`config.mk`:
```
export PLATFORM = sky130hd
export DESIGN_NAME = nan_select_unit
export DESIGN_NICKNAME = d
export VERILOG_FILES = /design/src/rtl/nanprop_pkg.sv /design/src/rtl/nan_classify.sv /design/src/rtl/nan_pick.sv /design/src/rtl/nan_select_unit.sv
export SDC_FILE = /design/constraint.sdc
export NUM_CORES = 1
export LEC_CHECK = 0
export BUFFER_PORTS_ARGS = -buffer_cell sky130_fd_sc_hd__buf_2
export CORE_AREA = 4 4 93 77
export DETAILED_ROUTE_END_ITERATION = 16
export DIE_AREA = 0 0 97 81
export PLACE_DENSITY = 0.72
export REMOVE_ABC_BUFFERS = 1
export SETUP_SLACK_MARGIN = 0.4
export SLEW_MARGIN = 5
export SYNTH_ARGS = -nofsm -noshare
export SYNTH_HDL_FRONTEND = slang
export SYNTH_SLANG_ARGS = --single-unit
```
`constraint.sdc`:
```
create_clock -name clk -period 1.2 [get_ports clk]
set_clock_uncertainty 0.1 [all_clocks]
set_input_delay 0.12 -clock clk [delete_from_list [all_inputs] [get_ports clk]]
set_output_delay 0.12 -clock clk [all_outputs]
set_load 0.01 [all_outputs]
```
`src/rtl/nanprop_pkg.sv`:
```
package nanprop_pkg;
  localparam int EXP_W  = 8;
  localparam int FRAC_W = 23;

  typedef enum logic [1:0] {
    PICK_SIG_FIRST  = 2'd0,
    PICK_FIRST_NAN  = 2'd1,
    PICK_SECOND_NAN = 2'd2,
    PICK_BIG_MAG    = 2'd3
  } pick_mode_e;

  typedef struct packed {
    logic any;
    logic sig;
    logic qui;
  } nan_cls_t;
endpackage

```
`src/rtl/nan_classify.sv`:
```
module nan_classify
  import nanprop_pkg::*;
#(
  parameter int EXP_W  = nanprop_pkg::EXP_W,
  parameter int FRAC_W = nanprop_pkg::FRAC_W,
  localparam int WORD_W = 1 + EXP_W + FRAC_W
) (
  input  logic [WORD_W-1:0] word,
  output nan_cls_t          cls,
  output logic [WORD_W-2:0] mag,
  output logic              sign
);
  logic exp_ones;
  logic frac_nz;
  logic qbit;

  always_comb begin
    exp_ones = &word[WORD_W-2 -: EXP_W];
    frac_nz  = |word[FRAC_W-1:0];
    qbit     = word[FRAC_W-1];
    cls.any  = exp_ones && frac_nz;
    cls.qui  = exp_ones && qbit;
    cls.sig  = exp_ones && frac_nz && !qbit;
    mag      = word[WORD_W-2:0];
    sign     = word[WORD_W-1];
  end
endmodule

```
`src/rtl/nan_pick.sv`:
```
module nan_pick
  import nanprop_pkg::*;
#(
  parameter int MAG_W = nanprop_pkg::EXP_W + nanprop_pkg::FRAC_W
) (
  input  pick_mode_e       mode,
  input  nan_cls_t         cls_a,
  input  nan_cls_t         cls_b,
  input  logic [MAG_W-1:0] mag_a,
  input  logic [MAG_W-1:0] mag_b,
  input  logic             sign_a,
  input  logic             sign_b,
  output logic             take_b
);
  logic a_wins_mag;

  always_comb begin
    if (mag_a != mag_b) a_wins_mag = (mag_a > mag_b);
    else                a_wins_mag = !sign_a && sign_b;
  end

  always_comb begin
    take_b = 1'b0;
    unique case (mode)
      PICK_SIG_FIRST: begin
        if (cls_a.sig)      take_b = 1'b0;
        else if (cls_b.sig) take_b = 1'b1;
        else if (cls_a.qui) take_b = 1'b0;
        else                take_b = 1'b1;
      end
      PICK_FIRST_NAN:  take_b = !cls_a.any;
      PICK_SECOND_NAN: take_b = cls_b.any;
      PICK_BIG_MAG: begin
        if (!cls_a.any)                  take_b = 1'b1;
        else if (!cls_b.any)             take_b = 1'b0;
        else if (cls_a.sig && cls_b.qui) take_b = 1'b1;
        else if (cls_a.qui && cls_b.sig) take_b = 1'b0;
        else                             take_b = !a_wins_mag;
      end
      default: take_b = 1'b0;
    endcase
  end
endmodule

```
`src/rtl/nan_select_unit.sv`:
```
module nan_select_unit
  import nanprop_pkg::*;
#(
  parameter int EXP_W  = nanprop_pkg::EXP_W,
  parameter int FRAC_W = nanprop_pkg::FRAC_W,
  localparam int WORD_W = 1 + EXP_W + FRAC_W,
  localparam int MAG_W  = WORD_W - 1
) (
  input  logic              clk,
  input  logic              rst_n,
  input  logic [WORD_W-1:0] op_a,
  input  logic [WORD_W-1:0] op_b,
  input  logic [1:0]        mode,
  input  logic              dflt_mode,
  output logic [WORD_W-1:0] nan_res,
  output logic              nan_valid,
  output logic              invalid_flg
);
  localparam logic [WORD_W-1:0] QUIET_BIT = WORD_W'(1) << (FRAC_W - 1);
  localparam logic [WORD_W-1:0] DFLT_NAN  =
    {1'b0, {EXP_W{1'b1}}, 1'b1, {(FRAC_W-1){1'b0}}};

  // reset release synchroniser
  logic [1:0] rst_sync;
  logic       rst_q;
  always_ff @(posedge clk or negedge rst_n) begin
    if (!rst_n) rst_sync <= 2'b00;
    else        rst_sync <= {rst_sync[0], 1'b1};
  end
  assign rst_q = rst_sync[1];

  // operand classification, one per input
  logic [WORD_W-1:0] opnd [2];
  nan_cls_t          cls  [2];
  logic [MAG_W-1:0]  mag  [2];
  logic              sgn  [2];
  assign opnd[0] = op_a;
  assign opnd[1] = op_b;

  for (genvar gi = 0; gi < 2; gi++) begin : g_cls
    nan_classify #(.EXP_W(EXP_W), .FRAC_W(FRAC_W)) u_cls (
      .word (opnd[gi]),
      .cls  (cls[gi]),
      .mag  (mag[gi]),
      .sign (sgn[gi])
    );
  end

  logic take_b;
  nan_pick #(.MAG_W(MAG_W)) u_pick (
    .mode   (pick_mode_e'(mode)),
    .cls_a  (cls[0]),
    .cls_b  (cls[1]),
    .mag_a  (mag[0]),
    .mag_b  (mag[1]),
    .sign_a (sgn[0]),
    .sign_b (sgn[1]),
    .take_b (take_b)
  );

  // next-state
  logic [WORD_W-1:0] res_d;
  logic              valid_d;
  logic              inv_d;
  always_comb begin
    res_d   = dflt_mode ? DFLT_NAN : ((take_b ? op_b : op_a) | QUIET_BIT);
    valid_d = cls[0].any | cls[1].any;
    inv_d   = cls[0].sig | cls[1].sig;
  end

  // output register
  always_ff @(posedge clk or negedge rst_q) begin
    if (!rst_q) begin
      nan_res     <= '0;
      nan_valid   <= 1'b0;
      invalid_flg <= 1'b0;
    end else begin
      nan_res     <= res_d;
      nan_valid   <= valid_d;
      invalid_flg <= inv_d;
    end
  end

  // checks
  assert_valid_tracks_R2: assert property (@(posedge clk) disable iff (!rst_q)
    !(cls[0].any || cls[1].any) |=> !nan_valid);

  assert_invalid_raise_R3: assert property (@(posedge clk) disable iff (!rst_q)
    (cls[0].sig || cls[1].sig) |=> invalid_flg);

  assert_default_nan_R4: assert property (@(posedge clk) disable iff (!rst_q)
    dflt_mode |=> nan_res == DFLT_NAN);

  assert_sig_first_R5: assert property (@(posedge clk) disable iff (!rst_q)
    (mode == 2'd0 && !dflt_mode && cls[0].sig) |=> nan_res == ($past(op_a) | QUIET_BIT));

  assert_first_nan_R6: assert property (@(posedge clk) disable iff (!rst_q)
    (mode == 2'd1 && !dflt_mode && cls[0].any) |=> nan_res == ($past(op_a) | QUIET_BIT));

  assert_second_nan_R7: assert property (@(posedge clk) disable iff (!rst_q)
    (mode == 2'd2 && !dflt_mode && cls[1].any) |=> nan_res == ($past(op_b) | QUIET_BIT));

  assert_out_quiet_R10: assert property (@(posedge clk) disable iff (!rst_q)
    nan_valid |-> (nan_res[FRAC_W-1] && (&nan_res[WORD_W-2 -: EXP_W])));
endmodule

```
==> Word level (Yosys, flattened, before mapping) <==
Cells that the tools add are included.
{ "totals": {"out_inout_bits": 34, "word_cells": 41, "reg_bits": 36} }
{ "classes": {"n_mux": 11, "magnitude_cmp": 1, "reduce_logical": 19, "n_eq_ne": 4, "n_bitwise": 2} }
{ "ops": {"columns": ["cell", "n"], "rows": [
  ["32-bit 2-to-1 mux", 2],
  ["23-bit OR reduction", 2],
  ["31-bit > comparator", 1],
  ["31-bit inequality test", 1],
  ["8-bit AND reduction", 2],
  ["1-bit logical AND", 9],
  ["1-bit 2-to-1 mux", 8],
  ["1-bit zero test", 5],
  ["2-bit equality test, second input constant", 2],
  ["1-bit case mux with 4 select lines", 1],
  ["2-bit by 1-bit equality test with 1-bit output, second input constant", 1],
  ["2-bit zero test", 1],
  ["1-bit OR", 2]
]} }

==> Depth between registers and ports, before layout <==
Gate-level depths: netlist (run 1).
{ "depth": {"depth_word": 11, "mapped_depth": 9, "mapped_depth_nobuf": 8} }

==> By module <==
From an unflattened synthesis (run 1), not the netlist that was laid out.
{ "hier_totals": {"hier_cells": 322, "area_unflattened_um2": 2976.6} }
{ "modules_own_cells": {"columns": ["mod", "cells_per_inst", "area_per_inst_um2", "instances", "seq_area_each_um2"], "rows": [
  ["nan_select_unit", 108, 1433.9, 1, 900.9],
  ["nan_pick", 122, 852.1, 1, 0.0],
  ["nan_classify", 46, 345.3, 2, 0.0]
]} }

==> Least setup slack after synthesis (run 1) <==
No wires, ideal clock.
{ "synth_path": {"path_type": "in2reg", "from": "input port op_b[13]", "to": "register nan_res[0]", "t_required_ps": 1021, "path_slack_ps": -912, "t_arrival_ps": 1933, "setup_ps": 79, "cell_stages": 9, "path_cell_list": "inv_1 > ha_1 > nand4_1 > nor4_4 > a21oi_1 > nor4bb_1 > a211oi_2 > buf_6 > mux2i_1"} }
{ "synth_via": {"elab_chain_cells": 11} }
{ "synth_lines": {"columns": ["element", "line", "text"], "rows": [
  ["start, declared", "nan_select_unit.sv:12", "input logic [WORD_W-1:0] op_b,"],
  ["branches (longest 8 deep; another with 31-bit > comparator)", null, null],
  ["1-bit case mux with 4 select lines (*)", "nan_pick.sv:24", "unique case (mode)"],
  ["32-bit 2-to-1 mux (*) (2 in series)", "nan_select_unit.sv:66", "res_d = dflt_mode ? DFLT_NAN : ((take_b ? op_b : op_a) | QUIET_BIT);"],
  ["net res_d[0]", "nan_select_unit.sv:62", "logic [WORD_W-1:0] res_d;"],
  ["end signal, assigned", "nan_select_unit.sv:78", "nan_res <= res_d;"],
  ["end, declared", "nan_select_unit.sv:15", "output logic [WORD_W-1:0] nan_res,"]
]} }
Mark *: on every way through the listed nets, which the timed path passes.

==> Final worst setup path (run 1) <==
{ "layout_path": {"from": "input port op_b[22]", "to": "register nan_res[25]"} }
Same word-level chain as after synthesis.

==> results.md, run 1 <==
- Vias in the first global route: 3091
- R2R cell count: 0
- Post-route minimum period: 2.06 ns
- Root buffer cell: clkbuf_8
- Int Power: about 2.6 mW
- Synth area leaders: dfrtp_1 (33%), ha_1 (14%), or2b_1 (12%)
- Reg-to-Reg End: rst_sync[1]
- Crit Path Class: primary input to register
- Area delta synth->final: 70.1%
- Avg Cell Area, Syn: a little under 10 µm²
- Crit. Startpoint: op_b[22]
- Yosys reg bits: 36
- Sequential area share after synthesis: 32.8%
- Synth Cell Area: 2750 µm²
- Number of max-cap violations: 0
- Worst Hold Class: primary input to register
- Most common library cells after synthesis: or2b_1 (44), dfrtp_1 (36), inv_1 (33), ha_1 (31), mux2i_1 (31)
- Initial Util: 43.7%
- Clk Latency, worst-skew pair: 0.29 ns
- Post-DP HPWL: 6.27 mm
- Gr ovfl total: 0
- Sum of negative setup slack: -24.23 ns
- Share of cells above drive strength 1: 52.4%
- Setup slack, reg-to-reg: about 0.62 ns
- Critical path peak fanout: 5
- CP endpoint: nan_res[25]
- Synth cell types: 39
- Final ANT Viol Nets: 0
- Reg2Reg Launch Point: rst_sync[0]
- Vias per std cell: 5.22
- Hold Path Origin: op_b[22]
- First-pass GRT wire length: around 15 mm
- Wire length per cell: 18.1 µm
- Peak supply drop: about 0.52 mV
- Synthesized instance count: 286
- Net switching fraction of the power: 30.2%
- Pin count of the biggest net entering global routing: between 40 and 50
- Antenna violations before repair: 0
- Failing checks: hold timing, setup timing
- Final-report hold violation count: 2
- Die Span Y: 81 µm
- Area share of the largest cell type after synthesis: 32.8%
- Status: complete, but fails checks
- Period Utilization, post-route: 171%
- Critical Path AT: approximately 2.2 ns
- Die area: between 7000 and 8000 µm²
- Leakage: 2.27 nW
- DRC: 0
- Final #Nets: 561
- Vias: 2848
- # diodes: 0
- Hold_ws: -0.0656 ns
- Share of total power in combinational logic: 35.2%
- Clk sink count: 36
- Clock transition at the registers of the reported paths: about 0.08 ns
- DRT Wirelength: 9.89 mm
- Synth async-reset ratio: 100%
- Clock Path Buffers: 2
- Die W: 97 µm
- Cts hold-fix bufs: 1
- Critical path capture point type: register
- CTS tree: done
- Critical Path RT: 1.30 ns
- Most common cell in the netlist: or2b_1
- Clock share of power: 29.6%
- Drt pass-1 iters: 4
- Row cnt: 26
- Pins Over Slew Limit: 0
- Top Ports: 103
- Startpoint Class: primary input
- Final Wtd Congestion: 0.874
- Core Footprint: 6280 µm²
- Net Switching: 1.12 mW
- Initial DRC count: 105
- Port buffer count: 102
- CTS Buf Count: 5
- Final Setup Violations: 33
- Seq pwr share: 35.2%
- RSZ-0062 raised after global routing: true
- GRT Total Usage: roughly 24%
- Final core occ: 74.4%
- Maximum clock frequency: slightly below 500 MHz
- Number of synthesized flops with an enable pin: 0
- Synthesis warning total: 0
- Post-synth top flop: dfrtp_1
- Synth area leader: dfrtp_1
- H-tree levels: 2
- Worst setup margin: -0.856 ns
- PD cells: ~800 nW/µm²
## power groups by stage
| stage | Clock [mW] | Combinational (mW) | Sequential [mW] |
|---|---|---|---|
| floorplan | 0 | 0.379 | 1.39 |
| global placement | 0 | 0.938 | 1.33 |
| detailed placement | 0 | 0.957 | 1.34 |
| CTS | 1.11 | 1.19 | 1.31 |
| global route | 1.18 | 1.41 | 1.32 |
| finish | 1.10 | 1.31 | 1.31 |
## layer usage
| layer | track usage, % | share of wire [%] |
|---|---|---|
| met1 | 28.2 | 39 |
| met5 | 0 | 0 |
| met3 | 6.09 | 6.8 |
| met4 | 4.91 | 1.9 |
| met2 | 46.6 | 52 |
## state kept, by name, summed over array words and instances (netlist names)
register,flops
nan_valid,1
nan_res,32
rst_sync,2
invalid_flg,1
## through the flow
step	std cells	hold slack [ns]	instance area [µm²]	setup slack (ns)	total power [mW]
floorplan	277	-0.276	2680	-2.33	1.77
global placement	526	-0.193	3800	-1.17	2.27
detailed placement	526	-0.193	3800	-1.23	2.29
CTS	542	-0.0740	4520	-0.726	3.61
global route	546	-0.0626	4670	-0.907	3.91
finish	546	-0.0656	4670	-0.856	3.72
## cells in the final DEF, fill, tap and decap left out, types with 3 or more instances in the layout
master / netlist / layout
ha_4: 0 / 21
nand3_1: 5 / 4
buf_12: 0 / 4
nor4_4: 2 / 3
a21oi_1: 13 / 12
nor4_2: 0 / 4
or2b_1: 44 / 44
inv_2: 0 / 10
nand2b_1: 3 / 3
buf_4: 0 / 65
buf_2: 1 / 74
mux2i_1: 31 / 29
o21ai_0: 5 / 3
buf_6: 3 / 24
nand4_1: 10 / 10
nand2_1: 6 / 6
ha_1: 31 / 10
buf_8: 0 / 7
inv_1: 33 / 18
dfrtp_1: 36 / 36
clkbuf_8: 0 / 5
nor2_1: 22 / 21
inv_4: 0 / 5
nor4_1: 10 / 5
## cell families (layout without fill, tap and decap cells)
kind of cell               after synthesis  in the layout  synth area share (%)
and+or+nand+nor                        111            111                  26.5
AOI/OAI and AO/OA                       33             33                  7.93
adders and majority gates               31             31                  14.1
muxes                                   31             31                  11.3
buffers and inverters                   43            218                  7.20
DFF                                     36             36                  32.8
other                                    1              2                 0.137
## worst min-delay path by stage
stage	depth (start not counted)	slack [ns]	end
floorplan	0	-0.28	rst_sync[0]
global placement	1	-0.19	rst_sync[1]
detailed placement	1	-0.19	rst_sync[0]
CTS	2	-0.07	invalid_flg
global route	2	-0.06	invalid_flg
finish	2	-0.07	invalid_flg
## worst max-delay path: stages
cell	delay, ns
buf_6	0.09
inv_4	0.04
ha_4	0.26
nand4_1	0.19
nor4_4	0.31
buf_4	0.18
o41ai_4	0.09
a211oi_4	0.29
buf_6	0.20
buf_12	0.14
mux2i_1	0.23
## area by class of cell
type / count / area, µm²
fill: 433 / 1610
inverter: 33 / 136
clock buffer: 5 / 68.8
timing repair buffer: 177 / 1380
tap: 84 / 105
clock inverter: 3 / 42.5
sequential: 36 / 901
multi-input combinational: 208 / 2040
## repair_timing
item | in CTS | in global routing
gates resized for setup | 97 | 22
endpoints found under the hold margin | 4 | 1
pin swaps | 25 | 7
endpoints found under the setup margin | 67 | 67
gates cloned | 2 | 1
buffers inserted | 5 | 3
Note: power is estimated with default switching activity, not from simulation.
==> run 2, diff against run 1 <==
- PLACE_DENSITY: 0.72 -> not set
- PLACE_DENSITY_LB_ADDON: not set -> 0.3
==> run 2 against run 1 <==
Net effect: the flow finishes with violations (setup timing); worst setup slack improved by 0.038 ns; clock power fell by 25%; global-route usage rose by 0.48 points; hold slack improved by 0.093 ns; largest power group is now combinational logic; cell area rose by 4.9%; register-to-register slack barely moved; non-clock buffer count rose by 5; via count rose by 1.2%.
==> results.md, run 2 (synthesized netlist as in run 1, its figures left out) <==
- Leakage: 2.30 nW (+1.4%)
- Crit Path Class: primary input to register
- Startpoint Class: primary input
- Area delta synth->final: 78.5%
- Post-DP HPWL: 6.28 mm (+0.23%)
- Period Utilization, post-route: 168% (-3.2 points)
- Vias per std cell: 5.24 (+0.46%)
- Number of max-cap violations: 0 (unchanged)
- PD cells: 723 nW/µm² (-9.4%)
- Final Wtd Congestion: 0.867 (-0.77%)
- Reg2Reg Launch Point: rst_sync[0]
- DP Worst Slack: -1.22 ns (+0.00738 ns)
- Die area: 7860 µm² (unchanged)
- Hold Path Sink: nan_res[31]
- Vias in the first global route: 3180 (+2.9%)
- # diodes: 0 (unchanged)
- RSZ-0062 raised after global routing: true
- Drt pass-1 iters: 4 (unchanged)
- Status: complete, but fails checks
- Share of cells above drive strength 1: 57.5% (+5.1 points)
- Post-route minimum period: 2.02 ns (-0.0385 ns)
- Worst setup margin: -0.817 ns (+0.0385 ns)
- Reg-to-Reg End: rst_sync[1]
- CTS Buf Count: 5 (unchanged)
- Final Setup Violations: 31 (-6.1%)
- Worst path slowest cell: ha_4
- Most frequent cells in the layout: buf_2 (71), buf_4 (66), or2b_1 (44)
- Maximum clock frequency: 496 MHz (+1.9%)
- Fill cell count: 373 (-14%)
- Largest register FFs: 32 (unchanged)
- Initial DRC count: 94 (-10%)
- Hold Path Origin: op_b[31]
- Pin count of the biggest net entering global routing: 36 (-20%)
- Final-report hold violation count: 0 (-2)
- Core Footprint: 6280 µm² (unchanged)
- Gr ovfl total: 0 (unchanged)
- Setup slack, reg-to-reg: 0.62 ns (about the same)
- H-tree levels: 2 (unchanged)
- DRT Wirelength: 10.2 mm (+3.0%)
- Wire length per cell: 18.5 µm (+2.3%)
- Clock Path Buffers: 2 (unchanged)
- Pins Over Slew Limit: 0 (unchanged)
- Peak supply drop: 0.684 mV (+33%)
- GRT Total Usage: 25.0% (+0.48 points)
- Largest reg by FF count: nan_res
- Failing checks: setup timing
- Clk Latency, worst-skew pair: 0.28 ns (about the same)
- Critical Path RT: 1.30 ns (about the same)
- Final core occ: 78.1% (+3.7 points)
- DRC: 0 (unchanged)
- R2R cell count: 0 (unchanged)
- Row cnt: 26 (unchanged)
- Critical path peak fanout: 5 (unchanged)
- Commonest non-fill, non-tap cell in the layout: buf_2
- Sum of negative setup slack: -24.12 ns (+0.105 ns)
- First-pass GRT wire length: 15.6 mm (+1.8%)
- Top Registers: nan_res x32, rst_sync x2
- Crit-path max cell delay: 0.28 ns (-0.03 ns)
- CP cell instances: buf_2, ha_4, nand4_1, buf_4, nor4_4, a21oi_1, nor4bb_4, a211oi_4, buf_6, buf_12, mux2i_2
- Top Ports: 103 (unchanged)
- Final ANT Viol Nets: 0 (unchanged)
- Hold_ws: 0.0277 ns (+0.0934 ns)
- CTS tree: done
- Port buffer count: 102 (unchanged)
- Die Span Y: 81 µm (unchanged)
- Final #Nets: 566 (+0.89%)
- Worst Hold Class: primary input to register
- Initial Util: 43.7% (unchanged)
- Antenna violations before repair: 0 (unchanged)
- Hold Crit Depth: 3 (+1)
- Root buffer cell: clkbuf_8
- Crit. Startpoint: op_a[13]
- Clock transition at the registers of the reported paths: 0.07 ns (about the same)
- Critical path capture point type: register
- Clk sink count: 36 (unchanged)
- Vias: 2882 (+1.2%)
- Die W: 97 µm (unchanged)
- Critical Path AT: 2.11 ns (-0.04 ns)
-- run 2: final cells by class --
type / instances / area [µm²] / area share (%)
multi-input combinational: 208 / 2220 / 45.2
clock buffer: 6 / 72.6 / 1.48
timing repair buffer: 182 / 1460 / 29.9
clock inverter: 1 / 5.00 / 0.102
inverter: 33 / 136 / 2.78
tap: 84 / 105 / 2.14
sequential: 36 / 901 / 18.4
-- run 2: worst max path at each step --
stage and endpoint:
4_1_cts nan_res[15], 2_1_floorplan nan_res[0], 3_3_place_gp nan_res[16], 3_5_place_dp nan_res[16], 5_1_grt nan_res[16], 6_report nan_res[16]
-- run 2: critical path: cells and delay by family --
kind	cells	cell delay (ns)
AO/OA/AOI/OAI	2	0.39
multiplexers	1	0.23
buffers and inverters	4	0.62
AND/OR/NAND/NOR	3	0.48
adder cells (fa/ha/maj)	1	0.28
-- run 2: power by group --
| group | internal [mW] | switching [mW] |
|---|---|---|
| combinational | 0.747 | 0.654 |
| clock | 0.395 | 0.434 |
| sequential | 1.29 | 0.0222 |
| total | 2.43 | 1.11 |
-- run 2: repair_timing --
action	in CTS	in global routing
pin swaps	28	11
endpoints found under the setup margin	67	67
cloned	3	0
setup buffers	12	1
resized for setup	113	33
endpoints found under the hold margin	3	0
hold buffers	1	0
-- run 2: metal layers --
metal | global-route usage [%] | vias to the layer above | part of all wire (%)
met5 | 0 | - | 0
met4 | 8.13 | 0 | 2.8
li1 | - | 1353 | -
met3 | 7.47 | 26 | 6.6
met2 | 45.2 | 106 | 52
met1 | 28.6 | 1397 | 39
-- run 2: stage by stage --
stage,cells,power (mW),cell area [µm²]
after floorplan,277,1.77,2680
after CTS,549,3.42,4740
after global routing,550,3.73,4900
after detailed placement,526,2.31,3830
final,550,3.54,4900
after global placement,526,2.29,3830
